## src/rtl/dseq_pkg.sv

```systemverilog
package dseq_pkg;

    typedef enum logic [4:0] {
        S_IDLE     = 5'h00,
        S_CMD1     = 5'h01,
        S_CMD3     = 5'h02,
        S_CMD2     = 5'h03,
        S_DECODE   = 5'h04,
        S_PIO_WAIT = 5'h05,
        S_CMD4     = 5'h06,
        S_PIO_NEXT = 5'h07,
        S_RD_FLUSH = 5'h08,
        S_RD_WAIT  = 5'h09,
        S_WR_REQ   = 5'h0C,
        S_RD_REQ   = 5'h0D,
        S_CHAIN    = 5'h0E,
        S_XDONE    = 5'h0F,
        S_TERM     = 5'h14,
        S_WAIT_END = 5'h15,
        S_WR_WAIT  = 5'h1C,
        S_HALT     = 5'h1D,
        S_PARKED   = 5'h1E,
        S_WAIT_RDY = 5'h1F
    } dseq_state_e;

    localparam logic [1:0] XT_WRITE = 2'd1;
    localparam logic [1:0] XT_READ  = 2'd2;

    typedef struct packed {
        logic [15:0] nbytes;
        logic [3:0]  rsv_hi;
        logic [3:0]  pio_cnt;
        logic [1:0]  rsv_lo;
        logic        wait_rdy;
        logic        wait_end;
        logic        irq;
        logic        chain;
        logic [1:0]  xkind;
    } dseq_ctrl_t;

endpackage

```

## src/rtl/dseq_desc.sv

```systemverilog
module dseq_desc
    import dseq_pkg::*;
#(
    parameter int AW    = 32,
    parameter int BURST = 16
) (
    input  logic          clk,
    input  logic          rst_n,
    input  dseq_state_e   state_q,
    input  logic          start,
    input  logic [AW-1:0] start_addr,
    input  logic          fetch_ack,
    input  logic [31:0]   fetch_data,
    input  logic          pio_done,
    input  logic          mem_done,
    output logic [AW-1:0] fetch_addr,
    output dseq_ctrl_t    ctrl,
    output logic [3:0]    pio_sent,
    output logic [31:0]   pio_word,
    output logic [AW-1:0] mem_addr,
    output logic [15:0]   mem_len,
    output logic          last_burst
);
    localparam int LW = 16;
    localparam logic [LW-1:0] BURST_L = LW'(BURST);

    typedef struct packed {
        logic [AW-1:0] base;
        logic [AW-1:0] link;
        dseq_ctrl_t    ctrl;
        logic [AW-1:0] cur;
        logic [LW-1:0] rem;
        logic [3:0]    sent;
        logic [31:0]   pword;
    } desc_regs_t;

    desc_regs_t r_q, r_d;
    logic [LW-1:0] blen;

    always_comb begin
        blen = (r_q.rem < BURST_L) ? r_q.rem : BURST_L;
        r_d  = r_q;
        case (state_q)
            S_IDLE:     if (start) r_d.base = start_addr;
            S_CMD1:     if (fetch_ack) r_d.link = AW'(fetch_data);
            S_CMD2:     if (fetch_ack) r_d.ctrl = dseq_ctrl_t'(fetch_data);
            S_CMD3:     if (fetch_ack) r_d.cur = AW'(fetch_data);
            S_DECODE: begin
                r_d.rem  = r_q.ctrl.nbytes;
                r_d.sent = '0;
            end
            S_CMD4:     if (fetch_ack) r_d.pword = fetch_data;
            S_PIO_WAIT: if (pio_done) r_d.sent = r_q.sent + 4'd1;
            S_RD_WAIT, S_WR_WAIT: begin
                if (mem_done) begin
                    r_d.cur = r_q.cur + AW'(blen);
                    r_d.rem = r_q.rem - blen;
                end
            end
            S_CHAIN:    if (r_q.ctrl.chain) r_d.base = r_q.link;
            default: ;
        endcase
    end

    always_ff @(posedge clk or negedge rst_n) begin
        if (!rst_n) r_q <= '0;
        else        r_q <= r_d;
    end

    always_comb begin
        case (state_q)
            S_CMD2:  fetch_addr = r_q.base + AW'(4);
            S_CMD3:  fetch_addr = r_q.base + AW'(8);
            S_CMD4:  fetch_addr = r_q.base + AW'(12) + AW'({r_q.sent, 2'b00});
            default: fetch_addr = r_q.base;
        endcase
    end

    assign ctrl       = r_q.ctrl;
    assign pio_sent   = r_q.sent;
    assign pio_word   = r_q.pword;
    assign mem_addr   = r_q.cur;
    assign mem_len    = blen;
    assign last_burst = (r_q.rem <= BURST_L);

    // a burst request never carries an empty or oversized length
    a_r5_burst_len: assert property (@(posedge clk) disable iff (!rst_n)
        (state_q inside {S_RD_REQ, S_WR_REQ}) |-> (mem_len != '0 && mem_len <= BURST_L));

endmodule

```

## src/rtl/dseq_fsm.sv

```systemverilog
module dseq_fsm
    import dseq_pkg::*;
(
    input  logic        clk,
    input  logic        rst_n,
    input  logic        chan_rst,
    input  logic        halt_on_term,
    input  logic        start,
    input  logic        term,
    input  logic        fetch_ack,
    input  logic        pio_done,
    input  logic        mem_gnt,
    input  logic        mem_done,
    input  logic        flush_done,
    input  logic        cmd_end,
    input  logic        dev_ready,
    input  dseq_ctrl_t  ctrl,
    input  logic [3:0]  pio_sent,
    input  logic        last_burst,
    output dseq_state_e state_q,
    output logic        done_pulse
);
    typedef struct packed {
        dseq_state_e st;
        logic        busy;
        logic        done;
    } fsm_regs_t;

    fsm_regs_t f_q, f_d;
    dseq_state_e data_st;
    dseq_state_e post_st;
    logic        req_now;
    logic        active;

    always_comb begin
        if (ctrl.xkind == XT_READ && ctrl.nbytes != '0)       data_st = S_RD_REQ;
        else if (ctrl.xkind == XT_WRITE && ctrl.nbytes != '0) data_st = S_WR_REQ;
        else                                                  data_st = S_XDONE;
        post_st = ctrl.wait_rdy ? S_WAIT_RDY : S_CHAIN;
        req_now = f_q.st inside {S_RD_REQ, S_WR_REQ};
        active  = !(f_q.st inside {S_IDLE, S_TERM, S_HALT, S_PARKED});

        f_d      = f_q;
        f_d.busy = (f_q.busy && !mem_done) || (req_now && mem_gnt);
        case (f_q.st)
            S_IDLE:     if (start) f_d.st = S_CMD1;
            S_CMD1:     if (fetch_ack) f_d.st = S_CMD2;
            S_CMD2:     if (fetch_ack) f_d.st = S_CMD3;
            S_CMD3:     if (fetch_ack) f_d.st = S_DECODE;
            S_DECODE:   f_d.st = (ctrl.pio_cnt != '0) ? S_CMD4 : data_st;
            S_CMD4:     if (fetch_ack) f_d.st = S_PIO_WAIT;
            S_PIO_WAIT: if (pio_done) f_d.st = S_PIO_NEXT;
            S_PIO_NEXT: f_d.st = (pio_sent < ctrl.pio_cnt) ? S_CMD4 : data_st;
            S_RD_REQ:   if (mem_gnt) f_d.st = S_RD_WAIT;
            S_RD_WAIT:  if (mem_done) f_d.st = last_burst ? S_RD_FLUSH : S_RD_REQ;
            S_RD_FLUSH: if (flush_done) f_d.st = S_XDONE;
            S_WR_REQ:   if (mem_gnt) f_d.st = S_WR_WAIT;
            S_WR_WAIT:  if (mem_done) f_d.st = last_burst ? S_XDONE : S_WR_REQ;
            S_XDONE:    f_d.st = ctrl.wait_end ? S_WAIT_END : post_st;
            S_WAIT_END: if (cmd_end) f_d.st = post_st;
            S_WAIT_RDY: if (dev_ready) f_d.st = S_CHAIN;
            S_CHAIN:    f_d.st = ctrl.chain ? S_CMD1 : S_PARKED;
            S_TERM:     if (!f_q.busy) f_d.st = halt_on_term ? S_HALT : S_IDLE;
            default: ;
        endcase
        if (term && active) f_d.st = S_TERM;
        if (chan_rst) begin
            f_d.st   = S_IDLE;
            f_d.busy = 1'b0;
        end
        f_d.done = (f_d.st == S_CHAIN) && ctrl.irq;
    end

    always_ff @(posedge clk or negedge rst_n) begin
        if (!rst_n) f_q <= '{st: S_IDLE, busy: 1'b0, done: 1'b0};
        else        f_q <= f_d;
    end

    assign state_q    = f_q.st;
    assign done_pulse = f_q.done;

    a_r1_chan_rst_idle: assert property (@(posedge clk) disable iff (!rst_n)
        chan_rst |=> (state_q == S_IDLE));

    a_r9_parked_sticky: assert property (@(posedge clk) disable iff (!rst_n)
        (state_q == S_PARKED && !chan_rst) |=> (state_q == S_PARKED));

    a_r10_halt_sticky: assert property (@(posedge clk) disable iff (!rst_n)
        (state_q == S_HALT && !chan_rst) |=> (state_q == S_HALT));

    a_r10_term_holds_busy: assert property (@(posedge clk) disable iff (!rst_n)
        (state_q == S_TERM && f_q.busy && !chan_rst) |=> (state_q == S_TERM));

    a_r11_done_single: assert property (@(posedge clk) disable iff (!rst_n)
        done_pulse |=> !done_pulse);

endmodule

```

## src/rtl/dma_desc_seq.sv

```systemverilog
module dma_desc_seq
    import dseq_pkg::*;
#(
    parameter int AW    = 32,
    parameter int BURST = 16
) (
    input  logic          clk,
    input  logic          rst_n,
    input  logic          chan_rst,
    input  logic          halt_on_term,
    input  logic          start,
    input  logic [AW-1:0] start_addr,
    input  logic          term,
    output logic          fetch_req,
    output logic [AW-1:0] fetch_addr,
    input  logic          fetch_ack,
    input  logic [31:0]   fetch_data,
    output logic          pio_wr,
    output logic [3:0]    pio_idx,
    output logic [31:0]   pio_data,
    input  logic          pio_done,
    output logic          mem_req,
    output logic          mem_we,
    output logic [AW-1:0] mem_addr,
    output logic [15:0]   mem_len,
    input  logic          mem_gnt,
    input  logic          mem_done,
    input  logic          flush_done,
    input  logic          cmd_end,
    input  logic          dev_ready,
    output logic          done_pulse,
    output logic [4:0]    dbg_state
);
    dseq_state_e state_q;
    dseq_ctrl_t  ctrl;
    logic [3:0]  pio_sent;
    logic        last_burst;

    dseq_fsm u_fsm (
        .clk          (clk),
        .rst_n        (rst_n),
        .chan_rst     (chan_rst),
        .halt_on_term (halt_on_term),
        .start        (start),
        .term         (term),
        .fetch_ack    (fetch_ack),
        .pio_done     (pio_done),
        .mem_gnt      (mem_gnt),
        .mem_done     (mem_done),
        .flush_done   (flush_done),
        .cmd_end      (cmd_end),
        .dev_ready    (dev_ready),
        .ctrl         (ctrl),
        .pio_sent     (pio_sent),
        .last_burst   (last_burst),
        .state_q      (state_q),
        .done_pulse   (done_pulse)
    );

    dseq_desc #(.AW(AW), .BURST(BURST)) u_desc (
        .clk        (clk),
        .rst_n      (rst_n),
        .state_q    (state_q),
        .start      (start),
        .start_addr (start_addr),
        .fetch_ack  (fetch_ack),
        .fetch_data (fetch_data),
        .pio_done   (pio_done),
        .mem_done   (mem_done),
        .fetch_addr (fetch_addr),
        .ctrl       (ctrl),
        .pio_sent   (pio_sent),
        .pio_word   (pio_data),
        .mem_addr   (mem_addr),
        .mem_len    (mem_len),
        .last_burst (last_burst)
    );

    assign fetch_req = state_q inside {S_CMD1, S_CMD2, S_CMD3, S_CMD4};
    assign pio_wr    = (state_q == S_PIO_WAIT);
    assign pio_idx   = pio_sent;
    assign mem_req   = state_q inside {S_RD_REQ, S_WR_REQ};
    assign mem_we    = (state_q == S_WR_REQ);
    assign dbg_state = state_q;

    a_r3_fetch_hold: assert property (@(posedge clk) disable iff (!rst_n)
        (fetch_req && !fetch_ack && !term && !chan_rst) |=> (fetch_req && $stable(fetch_addr)));

    a_r4_pio_hold: assert property (@(posedge clk) disable iff (!rst_n)
        (pio_wr && !pio_done && !term && !chan_rst) |=>
            (pio_wr && $stable(pio_data) && $stable(pio_idx)));

    a_r5_req_hold: assert property (@(posedge clk) disable iff (!rst_n)
        (mem_req && !mem_gnt && !term && !chan_rst) |=>
            (mem_req && $stable(mem_addr) && $stable(mem_len) && $stable(mem_we)));

    a_r10_quiet_in_term: assert property (@(posedge clk) disable iff (!rst_n)
        (dbg_state == 5'h14) |-> (!mem_req && !fetch_req && !pio_wr));

endmodule

```

## config.mk

```make
export PLATFORM = sky130hd
export DESIGN_NAME = dma_desc_seq
export DESIGN_NICKNAME = d
export VERILOG_FILES = /design/src/rtl/dseq_pkg.sv /design/src/rtl/dseq_desc.sv /design/src/rtl/dseq_fsm.sv /design/src/rtl/dma_desc_seq.sv
export SDC_FILE = /design/constraint.sdc
export NUM_CORES = 1
export LEC_CHECK = 0
export ABC_AREA = 1
export CORE_ASPECT_RATIO = 0.75
export CORE_UTILIZATION = 27
export DETAILED_ROUTE_END_ITERATION = 12
export GPL_TIMING_DRIVEN = 0
export HOLD_SLACK_MARGIN = 0.05
export PLACE_DENSITY = 0.45
export REMOVE_ABC_BUFFERS = 1
export SETUP_SLACK_MARGIN = 0.4
export SLEW_MARGIN = 20
export SYNTH_ARGS = -nofsm -noshare
export SYNTH_HDL_FRONTEND = slang
export SYNTH_SLANG_ARGS = --single-unit
```

## constraint.sdc

```tcl
create_clock -name clk -period 2.7 [get_ports clk]
set_clock_uncertainty 0.15 [all_clocks]
set_input_delay 0.27 -clock clk [delete_from_list [all_inputs] [get_ports clk]]
set_output_delay 0.27 -clock clk [all_outputs]
set_load 0.02 [all_outputs]
```

Word-level counts from Yosys, hierarchy flattened. Cells that the tools add are included.

Bits in registers: 181. Bits in latches: 0. Memory bits (writable): 0. ROM bits: 0. Bits of input ports: 77. Output and inout bits: 126. Logic and storage cells: 118. Memories: 0.

Add/sub/neg operators: 7. Multipliers: 0. Div/mod/pow operators: 0. Order comparisons: 3. Equality and inequality tests: 27. Shifts and indexed selects: 0. Muxes and demuxes: 38. Bitwise logic cells: 0. Reduce and logical (&&, ||, !) cells: 27.

Operators by type and width (count): $pmux W32 S2 (2); $mux W32 (3); $pmux W32 S3 (1); $mux W5 (19); $pmux W5 S18 (1); $add A32 B4 Y32 const B (2); $mux W48 (1); $eq A5 B4 Y1 const B (7); $add A32 B16 Y32 (1); $add A32 B3 Y32 const B (1); $add A32 B6 Y32 (1); $pmux W16 S2 (1); $eq A5 B5 Y1 const B (6); $eq A5 B3 Y1 const B (4); $le A16 B5 Y1 const B (1); $lt A16 B5 Y1 const B (1); $mux W16 (1); $reduce_bool A16 Y1 (1); $sub A16 B16 Y16 (1); $mux W4 (3); $reduce_bool A4 Y1 (3); $eq A5 B2 Y1 const B (2); $reduce_and A2 Y1 (5); $reduce_bool A2 Y1 (5); 17 further kinds (29).

Longest topological paths before layout.
Depth in word-level cells: 10. Depth in mapped cells: 20.

Hierarchy. Synthesis repeated with hierarchy kept, for this count alone.

Cell total of the unflattened synthesis: 1998. Area, all modules: 13634.3 sq um.

Modules (own cells, without submodules): dseq_desc (instances 1, cells each 1733, area an instance 12248.0 sq um); dseq_fsm (instances 1, cells each 249, area an instance 1321.3 sq um); dma_desc_seq (instances 1, cells each 16, area an instance 65.1 sq um).

Worst setup path after synthesis. OpenSTA, ideal clock, no wires.

Kind: reg2reg. Start: register u_desc.r_q[44] (netlist bit). End: register u_desc.r_q, in the netlist u_desc.mem_addr[20]. Library setup time: 123 ps. Arrival time: 3052 ps. Required time: 2427 ps. Path slack: -625 ps. Cell stages (with the launch flop): 19. Clock period less this slack: 3325 ps. Path through: dfrtp_1 nor2_1 nand2_1 nor2_1 nand2_1 buf_4 nor2_1 ha_1 inv_1 fa_1 o21ai_0 nand2_1 nand2_1 nand2_1 nand2_1 nand2_1 xor2_1 o21ai_0 nand2_1.

Cells in the longest elaborated chain, start to end: 5.

RTL lines: from (decl) (line dseq_desc.sv:37) `desc_regs_t r_q, r_d;`; from (signal assigned) (line dseq_desc.sv:67) `else r_q <= r_d;`; $lt A16 B5 Y1 (line dseq_desc.sv:41) `blen = (r_q.rem < BURST_L) ? r_q.rem : BURST_L;`; $mux W16 (line dseq_desc.sv:41); via mem_len[4] (line dma_desc_seq.sv:25) `output logic [15:0] mem_len,`; $add A32 B16 Y32 (line dseq_desc.sv:56) `r_d.cur = r_q.cur + AW'(blen);`; $mux W48 (line dseq_desc.sv:55) `if (mem_done) begin`; $pmux W32 S2 (line dseq_desc.sv:43) `case (state_q)`.

The timed path passes the listed nets, and every way through them passes these cells. The select of a mux whose other input is x is not followed. A chain may end at the register's enable or synchronous reset.

Worst setup path after layout.
Start: register u_desc.r_q[151] (netlist bit). End: output fetch_addr[27].

Cells in the longest elaborated chain, start to end: 3. Elaborated cells on any way between the ends: 5.

RTL lines: $add A32 B4 Y32 (line dseq_desc.sv:74) `S_CMD4: fetch_addr = r_q.base + AW'(12) + AW'({r_q.sent, 2'b00});`; $add A32 B6 Y32 (line dseq_desc.sv:74); $pmux W32 S3 (*) (line dseq_desc.sv:71) `case (state_q)`; to (decl) (line dma_desc_seq.sv:15) `output logic [AW-1:0] fetch_addr,`.

Every way passes the cells marked *; elsewhere a longest branch is shown, timed or not.

==> out/results.txt <==
For the max-slew headroom at the worst pin, the log shows 30.68%. Along the worst path, the maximum fanout reaches 3. The run finished, with violations left. The run gives 35.21% as the share of synthesized area occupied by flip-flops and latches. After clock tree synthesis, the clock-pin slew on the worst setup and hold paths is 80 ps. The number of remaining DRC errors was 0. The worst setup path is launched from a register.

Of the total synthesized cell area, the portion taken by AND, OR, NAND and NOR gates is 31.45%. The final route contains 14162 vias. The critical path is of the reg -> out type.

The congestion estimate from routability-driven global placement came to 0.9341. Setup violations remaining at the end of the flow were counted as 45. Detailed placement finished with a half-perimeter wire length of 36680 um. By instance count, the leading cell after synthesis is sky130_fd_sc_hd__nand2_1. The worst setup margin is -603.5 ps, and the buffer depth of the longest clock path is 2. Counting instances in the post-synthesis netlist gives the leading cell types as sky130_fd_sc_hd__nand2_1, sky130_fd_sc_hd__nor2_1, sky130_fd_sc_hd__inv_1. For this block, the initial DRC count from the detailed router was 1255. Counting flops and latches in the post-synthesis netlist gives 181. The wire length of the first global-routing pass is 85300 um, and the slew at the pin closest to its max-slew limit is 1040 ps. For the combined global-route utilization of all metal layers, the log shows 23.87%.

Number of buffers and inverters on the critical path: 5. The checks that failed: setup timing. Mux contribution to synthesized area: 0%.

Port buffer count: 191. The post-route setup TNS was -12470 ps. The number of slew-limit violations in the final report was 0; the post-route minimum period was 3304 ps.

The tools report the clock latency of the later-clocked register in the worst-skew pair as 470 ps. Summed over all layers, the global routing overflow is 0. Setup repair after global routing could not meet its margin everywhere. In this run the clock root is driven by a sky130_fd_sc_hd__clkbuf_16. The die outline area was 48530 um^2; the core box area was 46540 um^2. Of the post-synthesis cell area, the dominant cell type holds 35.21%.

For the number of antenna cells inserted, the log shows 0. The clock tree synthesis step divided the H-tree into 4 levels. Total power for the finished layout comes to 21.02 mW. Summed over all instances, the cell type with the most area after synthesis is sky130_fd_sc_hd__dfrtp_1. The initialized floorplan defines 68 standard-cell rows. In the final routed layout, each cell accounts on average for 21.14 um. For the static leakage, the log shows 8.632 nW.

The largest net degree at the start of global routing is 68, and the arrival time of the worst setup path is 2880 ps. The path class of the tightest hold or removal check is in -> async. For this design the ratio of total power to cell area is 1104 nW/um^2. The peak supply drop is 524.2 uV. The floorplan step set the die height to 191.0 um. The worst-path cell with the longest stage delay is sky130_fd_sc_hd__dfrtp_2. The required time of the worst setup path was 2280 ps; the synthesized instance count was 1891.

By area the synthesized netlist is led by sky130_fd_sc_hd__dfrtp_1, sky130_fd_sc_hd__nand2_1, sky130_fd_sc_hd__o21ai_0. The area growth from synthesis to layout was 48.05%; the total detailed-routing wirelength was 59260 um. On the worst path, the slowest cell contributes a delay of 400 ps. TritonCTS built the clock tree. For the number of global-route vias before repair, the log shows 13436. The initial antenna violation count is 1, and the ratio of routed vias to standard cells is 5.052. The synthesized-area fraction occupied by ao, oa, aoi and oai cells was 15.04%.

The horizontal extent of the die came out at 254.1 um. During I/O placement, the number of pins put on the boundary was 203. The part of the cycle the worst path needs is 122.4%, and the share of the synthesized netlist area taken by xor and xnor gates is 1.362%. The synthesized area was 12860 um^2. A synthesized cell averages 6.803 um^2.

After the last flow step, the layout net total stands at 2270. In the synthesized netlist the dominant register cell turns out to be sky130_fd_sc_hd__dfrtp_1. Walking the worst path, the cells encountered are inv_2 -> ha_4 -> inv_2 -> ha_4 -> fa_2 -> nand2_2 -> nand2_2 -> nand2_2 -> nand2_4 -> inv_4 -> nor2_2 -> a32o_2 -> buf_6 -> nand3b_1 -> a21oi_2 -> buf_6.

The cell that appears most often on the critical path is sky130_fd_sc_hd__nand2_2. The run gives 0 as the final-report hold violation count. TritonCTS created 17 clock buffers. By area, the combinational part of the netlist is dominated by simple AND/OR/NAND/NOR gates. The share of final-layout standard cells stronger than drive strength 1 works out to 27.11%. Counting flops with an async set or reset pin after synthesis yields a share of 100.0%. Max-cap violations in this run came to 0. The post-route antenna net violation count came out at 0.

STA classifies the critical path endpoint as a primary output. The number of synthesized flops with an enable pin is 0, and the adder-cell share of the synthesized area is 3.326%. The number of sinks driven by the clock tree came out at 181. Once the floorplan was initialized, standard cells occupied 27.64% of the core.

During synthesis, Yosys emitted a total of 0 warnings. The kind of cell adding the most delay to the critical path is adder cells. For this run, the detailed router's first-pass iteration total came to 5. For this run, the top clock speed supported by timing is 302.7 MHz.

The number of distinct library cell variants in the gate-level netlist after synthesis was 52.
-- cells in the final DEF, fill, tap and decap left out, types with 10 or more instances in the layout --
cell type | synthesis | routed
sky130_fd_sc_hd__o21ai_1 | 14 | 38
sky130_fd_sc_hd__a31oi_1 | 36 | 35
sky130_fd_sc_hd__buf_12 | 0 | 12
sky130_fd_sc_hd__inv_2 | 12 | 20
sky130_fd_sc_hd__clkdlybuf4s50_1 | 0 | 149
sky130_fd_sc_hd__buf_4 | 91 | 114
sky130_fd_sc_hd__o21ai_0 | 172 | 132
sky130_fd_sc_hd__conb_1 | 2 | 23
sky130_fd_sc_hd__dfrtp_1 | 181 | 155
sky130_fd_sc_hd__nor2_2 | 10 | 21
sky130_fd_sc_hd__nand2_2 | 3 | 43
sky130_fd_sc_hd__ha_4 | 0 | 12
sky130_fd_sc_hd__ha_1 | 31 | 18
sky130_fd_sc_hd__nand2_1 | 502 | 430
sky130_fd_sc_hd__dfrtp_2 | 0 | 25
sky130_fd_sc_hd__nand2_4 | 5 | 38
sky130_fd_sc_hd__nand3_4 | 0 | 15
sky130_fd_sc_hd__nor2_1 | 200 | 157
sky130_fd_sc_hd__buf_6 | 2 | 66
sky130_fd_sc_hd__nand4_1 | 33 | 33
sky130_fd_sc_hd__o211ai_1 | 10 | 10
sky130_fd_sc_hd__xor2_1 | 18 | 16
sky130_fd_sc_hd__nor2_4 | 6 | 39
sky130_fd_sc_hd__a21oi_1 | 82 | 61
sky130_fd_sc_hd__nor3_1 | 24 | 19
sky130_fd_sc_hd__o21ai_2 | 0 | 10
sky130_fd_sc_hd__clkbuf_16 | 0 | 19
sky130_fd_sc_hd__a21oi_2 | 0 | 15
sky130_fd_sc_hd__inv_1 | 190 | 169
sky130_fd_sc_hd__nand3_1 | 139 | 97
sky130_fd_sc_hd__nand3_2 | 1 | 30
-- timing repair --
action                                  CTS  global route
hold buffers                              1             0
endpoints found under the setup margin  216           104
setup buffers                           115            52
gates cloned                             18             4
endpoints found under the hold margin    59             0
pin swaps                                85            93
gates resized for setup                 505           233
-- metrics by stage --
| step | cells | hold WS [ps] | cell area [um^2] | worst slack, ps | util, % |
|---|---|---|---|---|---|
| finish | 2803 | 176.7 | 19050 | -603.5 | 40.93 |
| global route | 2803 | 207.9 | 19050 | -676.0 | 40.93 |
| CTS | 2747 | 186.0 | 17730 | -564.8 | 38.09 |
| detailed placement | 2581 | 107.5 | 14850 | -1667 | 31.91 |
| global placement | 2575 | 316.0 | 14660 | -7330 | 31.51 |
| floorplan | 1754 | -175.6 | 11960 | -787.3 | - |
-- registers in the layout (all words and copies together) (netlist names) --
name / cells
u_desc.ctrl: 26
u_fsm.state_q: 5
u_fsm.f_q: 1
u_desc.mem_addr: 32
u_desc.pio_sent: 4
u_desc.r_q: 80
u_desc.pio_word: 32
u_fsm.done_pulse: 1
-- logic make-up (layout without fill, tap and decap cells) --
family,Yosys count,in the layout
buffers and inverters,361,609
DFF,181,181
other,2,23
AOI/OAI and AO/OA,348,350
and+or+nand+nor,946,957
adders and majority gates,33,33
xor gates and xnor gates,20,20
-- layer usage --
metal | wire [um] | track usage [%] | up-vias
met5 | 0 | 0 | -
met4 | 1230 | 6.742 | 0
met3 | 4686 | 5.719 | 69
met2 | 25890 | 35.55 | 512
met1 | 27450 | 33.99 | 6926
li1 | - | - | 6655
-- path summary, 6_finish.rpt --
| path | end | start | depth (start not counted) | slack (ps) |
|---|---|---|---|---|
| max in group asynchronous | u_desc.r_q[165] | rst_n | 4 | 1120 |
| worst min register to register | u_desc.r_q[146] | u_desc.r_q[146] | 2 | 340 |
| min in group clk | u_desc.r_q[172] | start_addr[24] | 3 | 210 |
| worst min-delay path | u_desc.mem_addr[3] | rst_n | 2 | 180 |
| worst max register to register | u_desc.mem_addr[24] | u_desc.r_q[44] | 20 | -260 |
| worst max-delay path | fetch_addr[27] | u_desc.r_q[151] | 16 | -600 |
-- layout make-up --
class / count / area [um^2]
flip-flops and latches: 181 / 4564
well taps: 630 / 788.3
fillers: 4795 / 27490
repair buffers: 369 / 3765
clock inverters: 14 / 165.2
inverters: 203 / 847.1
clock buffers: 18 / 439.2
multi-input cells: 1383 / 8366
repair inverters: 5 / 112.6
-- power by group --
group / internal (mW) / switching [mW]
combinational: 5.40 / 7.73
sequential: 3.81 / 1.38
clock: 1.42 / 1.28
total: 10.6 / 10.4
(Power assumes the default switching activity.)
